File: src/rtl/insn_dec_pkg.sv
`timescale 1ns/1ps
package insn_dec_pkg;
  localparam int unsigned WORD_W = 64;
  localparam int unsigned IMM_W  = 32;
  localparam int unsigned OFF_W  = 16;
  localparam int unsigned REG_W  = 4;
  localparam int unsigned OP_W   = 8;
  localparam int unsigned CLS_W  = 3;

  typedef struct packed {
    logic [IMM_W-1:0] imm32;
    logic [OFF_W-1:0] offset;
    logic [REG_W-1:0] src;
    logic [REG_W-1:0] dst;
    logic [OP_W-1:0]  opcode;
  } insn_fields_t;

  typedef struct packed {
    logic [OP_W-1:0]   opcode;
    logic [CLS_W-1:0]  cls;
    logic [3:0]        alu_op;
    logic              src_is_reg;
    logic [REG_W-1:0]  dst;
    logic [REG_W-1:0]  src;
    logic [OFF_W-1:0]  offset;
    logic [WORD_W-1:0] imm;
    logic              wide;
    logic              illegal;
  } dec_rec_t;

  function automatic logic [WORD_W-1:0] sext_imm(input logic [IMM_W-1:0] v);
    return {{(WORD_W-IMM_W){v[IMM_W-1]}}, v};
  endfunction

  function automatic logic [WORD_W-1:0] join_wide(input logic [IMM_W-1:0] lo,
                                                  input logic [IMM_W-1:0] hi);
    return {hi, lo};
  endfunction

  function automatic logic pseudo_clean(input insn_fields_t f);
    return (f.opcode == '0) && (f.dst == '0) && (f.src == '0) && (f.offset == '0);
  endfunction

  function automatic dec_rec_t make_rec(input insn_fields_t f, input logic [WORD_W-1:0] imm,
                                        input logic wide, input logic illegal);
    dec_rec_t r;
    r.opcode     = f.opcode;
    r.cls        = f.opcode[CLS_W-1:0];
    r.alu_op     = f.opcode[OP_W-1:4];
    r.src_is_reg = f.opcode[CLS_W-1] & f.opcode[3];
    r.dst        = f.dst;
    r.src        = f.src;
    r.offset     = f.offset;
    r.imm        = imm;
    r.wide       = wide;
    r.illegal    = illegal;
    return r;
  endfunction
endpackage

File: src/rtl/insn_field_split.sv
`timescale 1ns/1ps
module insn_field_split
  import insn_dec_pkg::*;
(
  input  logic [WORD_W-1:0] word_i,
  output insn_fields_t      fields_o
);
  always_comb begin
    fields_o.opcode = word_i[OP_W-1:0];
    fields_o.dst    = word_i[OP_W+REG_W-1:OP_W];
    fields_o.src    = word_i[OP_W+2*REG_W-1:OP_W+REG_W];
    fields_o.offset = word_i[IMM_W-1:OP_W+2*REG_W];
    fields_o.imm32  = word_i[WORD_W-1:IMM_W];
  end
endmodule

File: src/rtl/insn_legal_check.sv
`timescale 1ns/1ps
module insn_legal_check
  import insn_dec_pkg::*;
#(
  parameter int unsigned MAX_REG = 10
) (
  input  insn_fields_t fields_i,
  input  logic         src_exempt_i,
  output logic         dst_bad_o,
  output logic         src_bad_o,
  output logic         reg_bad_o
);
  localparam logic [REG_W-1:0] LIMIT = REG_W'(MAX_REG);

  always_comb begin
    dst_bad_o = fields_i.dst > LIMIT;
    src_bad_o = (fields_i.src > LIMIT) && !src_exempt_i;
    reg_bad_o = dst_bad_o | src_bad_o;
  end
endmodule

File: src/rtl/wide_insn_decoder.sv
`timescale 1ns/1ps
module wide_insn_decoder
  import insn_dec_pkg::*;
#(
  parameter int unsigned    MAX_REG = 10,
  parameter logic [7:0]     WIDE_OP = 8'h18
) (
  input  logic        clk,
  input  logic        rst_n,
  input  logic        in_valid,
  output logic        in_ready,
  input  logic [63:0] in_word,
  output logic        out_valid,
  output logic [7:0]  out_opcode,
  output logic [2:0]  out_class,
  output logic [3:0]  out_alu_op,
  output logic        out_src_is_reg,
  output logic [3:0]  out_dst,
  output logic [3:0]  out_src,
  output logic [15:0] out_offset,
  output logic [63:0] out_imm,
  output logic        out_wide,
  output logic        out_illegal
);
  typedef enum logic {SLOT_IDLE, SLOT_WAIT_HI} slot_state_e;

  slot_state_e  state_q;
  insn_fields_t cur_fields;
  insn_fields_t held_q;
  logic         held_bad_q;
  logic         ready_q;
  dec_rec_t     rec_d, rec_q;
  logic         valid_q;

  // Named events for the assertions below
  logic in_fire, pending, is_wide_op;
  logic take_basic, take_first, take_second;
  logic cur_dst_bad, cur_src_bad, cur_reg_bad, second_dirty;

  insn_field_split u_split (
    .word_i   (in_word),
    .fields_o (cur_fields)
  );

  assign pending    = (state_q == SLOT_WAIT_HI);
  assign is_wide_op = (cur_fields.opcode == WIDE_OP);

  insn_legal_check #(.MAX_REG(MAX_REG)) u_check (
    .fields_i     (cur_fields),
    .src_exempt_i (is_wide_op && !pending),
    .dst_bad_o    (cur_dst_bad),
    .src_bad_o    (cur_src_bad),
    .reg_bad_o    (cur_reg_bad)
  );

  assign in_ready     = ready_q;
  assign in_fire      = in_valid && ready_q;
  assign take_basic   = in_fire && !pending && !is_wide_op;
  assign take_first   = in_fire && !pending && is_wide_op;
  assign take_second  = in_fire && pending;
  assign second_dirty = !pseudo_clean(cur_fields);

  always_comb begin
    if (pending)
      rec_d = make_rec(held_q, join_wide(held_q.imm32, cur_fields.imm32), 1'b1,
                       held_bad_q | second_dirty);
    else
      rec_d = make_rec(cur_fields, sext_imm(cur_fields.imm32), 1'b0, cur_reg_bad);
  end

  always_ff @(posedge clk or negedge rst_n) begin
    if (!rst_n) begin
      ready_q    <= 1'b0;
      state_q    <= SLOT_IDLE;
      held_q     <= '0;
      held_bad_q <= 1'b0;
      valid_q    <= 1'b0;
      rec_q      <= '0;
    end else begin
      ready_q <= 1'b1;
      valid_q <= take_basic | take_second;
      if (take_basic | take_second)
        rec_q <= rec_d;
      if (take_first) begin
        state_q    <= SLOT_WAIT_HI;
        held_q     <= cur_fields;
        held_bad_q <= cur_reg_bad;
      end else if (take_second) begin
        state_q <= SLOT_IDLE;
      end
    end
  end

  assign out_valid      = valid_q;
  assign out_opcode     = rec_q.opcode;
  assign out_class      = rec_q.cls;
  assign out_alu_op     = rec_q.alu_op;
  assign out_src_is_reg = rec_q.src_is_reg;
  assign out_dst        = rec_q.dst;
  assign out_src        = rec_q.src;
  assign out_offset     = rec_q.offset;
  assign out_imm        = rec_q.imm;
  assign out_wide       = rec_q.wide;
  assign out_illegal    = rec_q.illegal;

  assert_basic_emits_R2: assert property (@(posedge clk) disable iff (!rst_n)
    take_basic |=> (out_valid && !out_wide));

  assert_range_flag_R5: assert property (@(posedge clk) disable iff (!rst_n)
    (take_basic && (in_word[11:8] > 4'(MAX_REG))) |=> out_illegal);

  assert_first_silent_R6: assert property (@(posedge clk) disable iff (!rst_n)
    take_first |=> (!out_valid && pending));

  assert_second_emits_R6: assert property (@(posedge clk) disable iff (!rst_n)
    take_second |=> (out_valid && out_wide && !pending));

  assert_high_half_R7: assert property (@(posedge clk) disable iff (!rst_n)
    take_second |=> (out_imm[63:32] == $past(in_word[63:32])));

  assert_dirty_second_R8: assert property (@(posedge clk) disable iff (!rst_n)
    (take_second && (in_word[31:0] != 32'h0)) |=> out_illegal);

  assert_gap_holds_R9: assert property (@(posedge clk) disable iff (!rst_n)
    (pending && !in_valid) |=> (pending && !out_valid));

  assert_idle_silent_R10: assert property (@(posedge clk) disable iff (!rst_n)
    (!in_valid && $past(rst_n)) |=> !out_valid);
endmodule

File: config.mk
export PLATFORM = sky130hd
export DESIGN_NAME = wide_insn_decoder
export DESIGN_NICKNAME = d
export VERILOG_FILES = /design/src/rtl/insn_dec_pkg.sv /design/src/rtl/insn_field_split.sv /design/src/rtl/insn_legal_check.sv /design/src/rtl/wide_insn_decoder.sv
export SDC_FILE = /design/constraint.sdc
export NUM_CORES = 1
export LEC_CHECK = 0
export CAP_MARGIN = 30
export CORE_AREA = 3 3 153 155
export DETAILED_ROUTE_END_ITERATION = 8
export DIE_AREA = 0 0 156 158
export GPL_TIMING_DRIVEN = 0
export HOLD_SLACK_MARGIN = 0.08
export SYNTH_ARGS = -nofsm -noshare
export SYNTH_HDL_FRONTEND = slang
export SYNTH_SLANG_ARGS = --single-unit
File: constraint.sdc
create_clock -name clk -period 3.63 [get_ports clk]
set_clock_uncertainty 0.2 [all_clocks]
set_input_delay 0.726 -clock clk [delete_from_list [all_inputs] [get_ports clk]]
set_output_delay 0.726 -clock clk [all_outputs]
set_load 0.1 [all_outputs]
==> results of run 1 <==
repair_timing:
item	in CTS	in global routing
endpoints found under the hold margin	50	0
hold buffers	1	0
buffers inserted	0	0
synthesized netlist by cell type (all sizes together), types with 2 or more instances:
master  instances  area (µm²)
nor3            2       10.01
o21ai           7       35.03
dfrtp         167        4179
nand2b          2       12.51
nor4            7       58.81
and2            6       37.54
nor2          120       452.9
a21oi           2       10.01
mux2i           2       20.02
o22ai          58       362.9
inv             4       15.01
nand3           2       10.01
buf            35       215.2
nand2          13       48.80
a21o            2       15.01
a221o          33       330.3
clkbuf         10       37.54
mux2           56       698.2
through the flow:
| step | hold WS, ns | worst slack, ns | cell area, µm² | std cells |
|---|---|---|---|---|
| after floorplan | 0.2285 | 1.188 | 6638 | 539 |
| after global placement | 0.2528 | -5.590 | 8730 | 993 |
| after detailed placement | 0.2591 | 0.5777 | 8762 | 994 |
| after CTS | 0.2790 | 0.5801 | 9348 | 1026 |
| after global routing | 0.3044 | 0.5418 | 9348 | 1026 |
| final | 0.2738 | 0.6036 | 9348 | 1026 |
cell families (layout without fill, tap and decap cells):
logic type	count (synthesis)	count (layout)	synth area share [%]
AND/OR/NAND/NOR	156	156	10.01
other	1	1	0.05650
multiplexers	58	58	10.82
flip-flops	167	167	62.96
buffers and inverters	49	256	4.034
AO/OA/AOI/OAI	108	108	12.12
cell type report:
| cell class | instances | area share (%) |
|---|---|---|
| plain buffers | 45 | 2.704 |
| clock buffers | 23 | 5.113 |
| clock inverters | 8 | 1.044 |
| inverters | 4 | 0.1606 |
| multi-input cells | 323 | 23.44 |
| flip-flops and latches | 167 | 44.71 |
| well taps | 280 | 3.748 |
| repair buffers | 176 | 19.09 |
placed cells by master, fill, tap and decap left out, types with 13 or more instances in the layout:
cell type / count
a221o_1: 33
clkbuf_16: 17
clkdlybuf4s50_1: 173
mux2_2: 38
dfrtp_1: 167
clkbuf_1: 13
nor2_1: 119
buf_2: 22
o22ai_1: 58
mux2_4: 18
nand2_1: 13
power groups by stage:
stage	Clock [W]	Sequential, W	Combinational, W
global route	0.00192	0.00222	0.00254
floorplan	0	0.00363	0.000377
finish	0.00179	0.00219	0.00246
CTS	0.00184	0.00219	0.00248
global placement	0	0.00222	0.00246
detailed placement	0	0.00222	0.00247
layer usage:
layer | routed length (µm) | part of all wire (%)
met1 | 9001 | 48
met2 | 8792 | 47
met3 | 780 | 4.2
met4 | 173 | 0.92
met5 | 13 | 0.069
path summary, 6_finish.rpt:
check | depth (start not counted) | to | startpoint
hold reg to reg | 1 | held_q[4] | held_q[4]
setup reg to reg | 5 | out_imm[39] | pending
hold / removal | 1 | held_q[4] | held_q[4]
max in group asynchronous | 3 | held_q[45] | rst_n
min in group asynchronous | 2 | out_src[1] | rst_n
setup / recovery | 2 | out_opcode[6] | out_opcode[6]
==> impl_metrics.csv, run 1 <==
group,metric,value,unit
routing,drc,0,
placed_design,dpl.hpwl,13.24,mm
cells_and_area,nFillCells,2102,
power_and_ir_drop,p_sw,0.002734,W
power_and_ir_drop,p_clk_share,27.8,%
worst_setup_path,max_stage_delay,1.12,ns
grt,grt_pass1_vias,5074,
synthesis,ys_types,35,
cts,post_cts_resized,0,
routing,routed_wl,18.76,mm
synthesis,synth-main-ff-cell,"dfrtp_1",
sta,fin_crit,3.026,ns
cts,clk_latency,0.41,ns
grt,use_met3,3.445,%
synthesis,synth.avg_cell_area,12.31,µm²
synthesis,synth_edf_count,0,
power_and_ir_drop,peakVddDrop,362.8,µV
sta,setup-violations-final,0,
cells_and_area,multiInputGateArea,2191,µm²
sta,maxSlewViolCount,0,
power_and_ir_drop,p_total,0.006437,W
synthesis,synth_async_sr_flop_share,100.0,%
cts,clk_pin_slew,0.06,ns
synthesis,netlist_instances,539,
worst_setup_path,cp_num_buf_inv,2,
outcome,status,"completed",
floorplan,num_rows,54,
floorplan,die_area,24650,µm²
worst_setup_path,cp_slowest_cell,"clkdlybuf4s50_1",
placed_design,gp_congestion,0.7255,
synthesis,syn_nets,606,
grt,grtUsageMet2,24.68,%
grt,grt_busiest_layer,"met2",
grt,antenna_found_initial,1,
flow_run,max_cap_violations,0,
sta,finalCritPeriodShare,83.37,%
power_and_ir_drop,powerDensity,688.6,nW/µm²
cts,clockBufferDepth,2,
sta,tns,0,ns
floorplan,start_util,30.23,%
synthesis,yosysWarnings,0,
cells_and_area,layout.nets,801,
routing,drt-initial-drc-count,191,
cts,cts_tree,"done",
cells_and_area,post_route_cells_drive_above_1_share,16.62,%
worst_setup_path,cp.arrival,2.10,ns
worst_setup_path,crit_fanout,3,
power_and_ir_drop,combPwrFrac,38.2,%
sta,clock.fmax,0.3304,GHz
worst_setup_path,worst_setup_path_start_kind,"flop",
routing,vias_per_cell,4.827,
floorplan,core_area,21960,µm²
cells_and_area,final-seq-area,4179,µm²
power_and_ir_drop,swShare,42.47,%
grt,use_met1,22.44,%
worst_setup_path,critical_path_required,2.70,ns
routing,ant_nets,0,
cells_and_area,area_growth,40.83,%
floorplan,io_pins,175,
sta,max-slew-margin-rel,30.97,%
sta,tightest_slew,1.032,ns
cts,cts_buffers,17,
synthesis,ys_seq_area_share,62.96,%
power_and_ir_drop,p_int,0.003703,W
cts,cts_max_level,4,
synthesis,syn-cell-area,6638,µm²
sta,rsz0062_at_grt,"no",
hold_path,hold_class,"flop to flop",
placed_design,io_buffers,174,
grt,track_usage,15.77,%
routing,dr.pass1.iters,4,
power_and_ir_drop,power_leakage,4.227,nW
worst_setup_path,cp_top_family,"buffers and inverters",
floorplan,fp.dieW,156,µm
floorplan,die_y,158,µm
worst_setup_path,critPathKind,"flop to output pin",
sta,finalHoldViolations,0,
grt,grt_start_max_net_pins,103,
grt,grt_pass1_wl,29.88,mm
cells_and_area,antennaDiodeCount,0,
worst_setup_path,reg2reg_setup_slack,1.51,ns
routing,routedWlPerCell,18.28,µm
cells_and_area,fin_util,42.57,%
worst_setup_path,crit_path_end_kind,"output pin",
grt,grt_overflow,0,
worst_setup_path,crit_chain,"buf_4 -> clkdlybuf4s50_1",
cts,cts-root-buf,"clkbuf_16",
cts,cts_sinks,167,
power_and_ir_drop,seqPwrFrac,34.0,%
routing,vias,4953,
synthesis,ys_ff_latch,167,
Note: power is estimated with default switching activity, not from simulation.
==> run 2, diff against run 1 <==
==> constraint.sdc (replaced) <==
create_clock -name clk -period 3.02 [get_ports clk]
set_clock_uncertainty 0.2 [all_clocks]
set_input_delay 0.604 -clock clk [delete_from_list [all_inputs] [get_ports clk]]
set_output_delay 0.604 -clock clk [all_outputs]
set_load 0.1 [all_outputs]
==> results of run 2 <==
The final DEF is identical to that of run 1. Status: completed.
Among the figures that moved: setup slack after placement 0.5777 ns -> 0.08974 ns; setup slack after layout 0.6036 ns -> 0.1156 ns; register-to-register setup slack 1.51 ns -> 0.90 ns; total power 0.006437 W -> 0.007737 W; worst IR drop on VDD 362.8 µV -> 436.1 µV
